--- src/rtl/op_arith_pkg.sv ---
package op_arith_pkg;

   // Operator encoding carried by function-code bits [2:1]
   typedef enum logic [1:0] {
      OPR_ADD  = 2'b00,
      OPR_SUB  = 2'b01,
      OPR_MUL  = 2'b10,
      OPR_NONE = 2'b11
   } opr_e;

   localparam int FUNC_W = 3;

endpackage

--- src/rtl/op_arith_opnd_sel.sv ---
module op_arith_opnd_sel #(
   parameter int WIDTH = 32
) (
   input  logic             use_one,
   input  logic [WIDTH-1:0] opb,
   output logic [WIDTH-1:0] opnd
);
   localparam logic [WIDTH-1:0] ONE_W = WIDTH'(1);

   always_comb begin
      if (use_one) opnd = ONE_W;
      else         opnd = opb;
   end
endmodule

--- src/rtl/op_arith_core.sv ---
module op_arith_core #(
   parameter int WIDTH        = 32,
   parameter bit SHARE_ADDSUB = 1'b1
) (
   input  logic [WIDTH-1:0] opa,
   input  logic [WIDTH-1:0] opnd,
   input  logic             do_sub,
   output logic [WIDTH-1:0] sum_o,
   output logic [WIDTH-1:0] dif_o,
   output logic [WIDTH-1:0] prd_o
);
   localparam int PW = 2 * WIDTH;

   logic [PW-1:0] prd_full;

   generate
      if (SHARE_ADDSUB) begin : g_shared
         // One adder: subtraction via inverted operand plus carry-in
         logic [WIDTH-1:0] opnd_x;
         logic [WIDTH-1:0] acc;
         always_comb begin
            opnd_x = do_sub ? ~opnd : opnd;
            acc    = opa + opnd_x + WIDTH'(do_sub);
         end
         assign sum_o = acc;
         assign dif_o = acc;
      end else begin : g_split
         logic unused_sub;
         assign unused_sub = do_sub;
         assign sum_o = opa + opnd;
         assign dif_o = opa - opnd;
      end
   endgenerate

   always_comb prd_full = {{WIDTH{1'b0}}, opa} * {{WIDTH{1'b0}}, opnd};
   assign prd_o = prd_full[WIDTH-1:0];

   logic unused_hi;
   assign unused_hi = |prd_full[PW-1:WIDTH];
endmodule

--- src/rtl/op_arith_unit.sv ---
module op_arith_unit
   import op_arith_pkg::*;
#(
   parameter int WIDTH        = 32,
   parameter bit SHARE_ADDSUB = 1'b1
) (
   input  logic [WIDTH-1:0]  opa,
   input  logic [WIDTH-1:0]  opb,
   input  logic [FUNC_W-1:0] func,
   output logic [WIDTH-1:0]  res
);
   generate
      if (WIDTH < 2) begin : g_bad_width
         $error("op_arith_unit: WIDTH must be at least 2");
      end
   endgenerate

   opr_e             opr;
   logic [WIDTH-1:0] sel_opnd;
   logic [WIDTH-1:0] sum_w, dif_w, prd_w;
   logic [WIDTH-1:0] mul_opb;

   assign opr = opr_e'(func[2:1]);

   op_arith_opnd_sel #(.WIDTH(WIDTH)) u_sel (
      .use_one (func[0]),
      .opb     (opb),
      .opnd    (sel_opnd)
   );

   // Multiply always uses opb: code bit 0 is ignored on that path
   assign mul_opb = (opr == OPR_MUL) ? opb : sel_opnd;

   op_arith_core #(.WIDTH(WIDTH), .SHARE_ADDSUB(SHARE_ADDSUB)) u_core (
      .opa    (opa),
      .opnd   (mul_opb),
      .do_sub (opr == OPR_SUB),
      .sum_o  (sum_w),
      .dif_o  (dif_w),
      .prd_o  (prd_w)
   );

   always_comb begin
      unique case (opr)
         OPR_ADD: res = sum_w;
         OPR_SUB: res = dif_w;
         OPR_MUL: res = prd_w;
         default: res = '0;
      endcase
   end
endmodule

--- config.mk ---
export PLATFORM = sky130hd
export DESIGN_NAME = op_arith_unit
export DESIGN_NICKNAME = d
export VERILOG_FILES = /design/src/rtl/op_arith_pkg.sv /design/src/rtl/op_arith_opnd_sel.sv /design/src/rtl/op_arith_core.sv /design/src/rtl/op_arith_unit.sv
export SDC_FILE = /design/constraint.sdc
export NUM_CORES = 1
export LEC_CHECK = 0
export BUFFER_PORTS_ARGS = -buffer_cell sky130_fd_sc_hd__buf_2
export CAP_MARGIN = 10
export CORE_AREA = 4 4 182 184
export DETAILED_ROUTE_END_ITERATION = 12
export DIE_AREA = 0 0 186 188
export GPL_TIMING_DRIVEN = 1
export PLACE_DENSITY = 0.84
export SLEW_MARGIN = 15
export SYNTH_ARGS = -nofsm -noshare
export SYNTH_HDL_FRONTEND = slang
export SYNTH_SLANG_ARGS = --single-unit
--- constraint.sdc ---
create_clock -name vclk -period 23.4
set_clock_uncertainty 0.05 [all_clocks]
set_input_delay 7.02 -clock vclk [all_inputs]
set_output_delay 7.02 -clock vclk [all_outputs]
set_load 0.02 [all_outputs]
==> results.toml <==
[outcome]
status = "complete, no violations"

[die]
io_pins = 99
die_h_um = 188
rows = 65
die_w_um = 186
dieArea_um2 = 34970
start_util = 0.5758
core_um2 = 31390

[sta]
final.setup.tns_ns = 0
setup_viol = 0
grt_setup_unrepaired = "no"
fin_crit_sh = 0.9681
maxSlewHeadroom = 0.4365
drv_slew = 0
min_period_ns = 22.65
worst_pin_slew_ns = 0.8452
hold_viol_final = 0
max_clock_freq_ghz = 0.04414

[cells_and_area]
final_area_um2 = 18730
mostFrequentLayoutCell = "fa_1"
area_growth_pct = 3.628
regArea_um2 = 0
clkbuf_count = 0
nets = 2695
flops_and_latches = 0
multi_input_area_um2 = 16080
n_antenna_cell = 0
nFillCells = 2670
final_layout_size_suffix_gt1_frac = 0.06641
layout_common_cells = "fa_1 (409), inv_1 (388), and3_1 (303), nand2_1 (226), ha_1 (154)"
finalNonFillerCells = 2465

[setup_path]
critPathRequiredTime_ns = 16.33
crit_path_max_incr_delay_ns = 0.59
critPathKind = "primary input to output port"
start_kind = "primary input"
cpMaxStageDelayCell = "fa_1"
worstPathMaxFanout = 64
cpMostUsedCell = "fa_1"
arrival_ns = 15.58
worstSetupEndpointType = "output port"

[placement]
dp_hpwl_um = 43180
port_buffers = 99
dp_cells = 2465
gp_congestion = 0.9932
dpl_cell_area_um2 = 18730

[route]
first_iter_violations = 1631
num_vias = 15408
detail_route.wl_per_cell_um = 22.57
drt-total-wl_um = 55640
ant_nets = 0
dr.pass1.iters = 5
drc = 0
viasPerCell = 6.251

[global_routing]
grtUsageTotal = 0.3287
grt_overflow_total = 0
grt_antenna_before_repair = 0
grt_start_max_net_pins = 150
first_global_vias = 16866
grt_pass1_wl_um = 90470

[logic_synthesis]
yosysUniqueCellTypes = 59
synth_warnings = 0
avgSynthCellArea_um2 = 8.669
syn_area_um2 = 18070
seq_area_frac_synth = 0
syn_inst = 2085
synth.net_count = 2715

[flow_run]
drv_cap = 0

[min_path]
holdCritPathClass = "primary input to output port"

[clock_tree]
post_cts_resized = 0
ctsHoldBuffers = 0
postCtsSetupRepairBufs = 0
[layer usage]
layer	wire, um	track usage
met3	6679	0.07876
met5	0	0
met4	4169	0.1788
met1	20280	0.4370
met2	24510	0.4967
[layout make-up]
cell class,instances,area share
well taps,402,0.02685
multi-input cells,1552,0.8586
inverters,388,0.07776
repair buffers,123,0.03674
[worst paths after layout]
path | startpoint | endpoint | slack [ns] | depth (start not counted)
min | func[1] | res[3] | 14.54 | 5
max | func[1] | res[31] | 0.75 | 29
[cells by family (layout without fill, tap and decap cells)]
logic type               Yosys count  count (layout)  synth area share
buffers and inverters            533             511            0.1108
AO/OA/AOI/OAI                    180             180           0.06826
AND/OR/NAND/NOR                  671             671            0.1929
multiplexers                       1               1         0.0005538
adder cells (fa/ha/maj)          563             563            0.5596
XOR/XNOR                         137             137           0.06791
[synthesized netlist by cell type (2+ instances only)]
cell | n | area share
a2111oi_0 | 2 | 0.00097
a211o_1 | 2 | 0.00097
a211oi_1 | 9 | 0.0037
a21boi_0 | 3 | 0.0012
a21o_1 | 27 | 0.011
a21oi_1 | 39 | 0.011
a221o_1 | 3 | 0.0017
a22o_1 | 2 | 0.00097
a31o_2 | 3 | 0.0015
a31oi_1 | 4 | 0.0014
a41oi_1 | 3 | 0.0015
and2_1 | 26 | 0.0090
and3_1 | 303 | 0.10
buf_1 | 2 | 0.00042
clkbuf_1 | 142 | 0.029
fa_1 | 409 | 0.45
ha_1 | 154 | 0.11
inv_1 | 388 | 0.081
nand2_1 | 227 | 0.047
nand2b_1 | 11 | 0.0038
nand3_1 | 42 | 0.012
nand4_1 | 4 | 0.0014
nor2_1 | 35 | 0.0073
nor2b_1 | 4 | 0.0014
nor3_1 | 9 | 0.0025
o2111ai_1 | 2 | 0.00097
o211ai_1 | 2 | 0.00083
o21a_1 | 6 | 0.0025
o21ai_0 | 30 | 0.0083
o21bai_1 | 3 | 0.0012
o22ai_1 | 18 | 0.0062
o31ai_1 | 5 | 0.0021
o32ai_1 | 3 | 0.0015
or2_2 | 3 | 0.0010
or3_1 | 2 | 0.00069
xnor2_1 | 90 | 0.044
xnor3_1 | 2 | 0.0025
xor2_1 | 45 | 0.022
[critical path: cells and delay by family]
kind / cells / cell delay, ns
AND/OR/NAND/NOR: 3 / 0.61
AO/OA/AOI/OAI: 9 / 2.48
adder cells (fa/ha/maj): 9 / 4.31
buffers and inverters: 7 / 0.96
XOR/XNOR: 1 / 0.18
[stage by stage]
stage | util | hold WS [ns] | setup slack (ns)
floorplan | - | 14.26 | 1.182
global placement | 0.5967 | 14.52 | 1.105
detailed placement | 0.5967 | 14.52 | 0.9860
CTS | 0.5967 | 14.53 | 0.9223
global route | 0.5967 | 14.58 | 0.4075
finish | 0.5967 | 14.54 | 0.7458
Power is not shown: default switching activity piles up to over one toggle a cycle in this logic, so the estimate is an artifact.
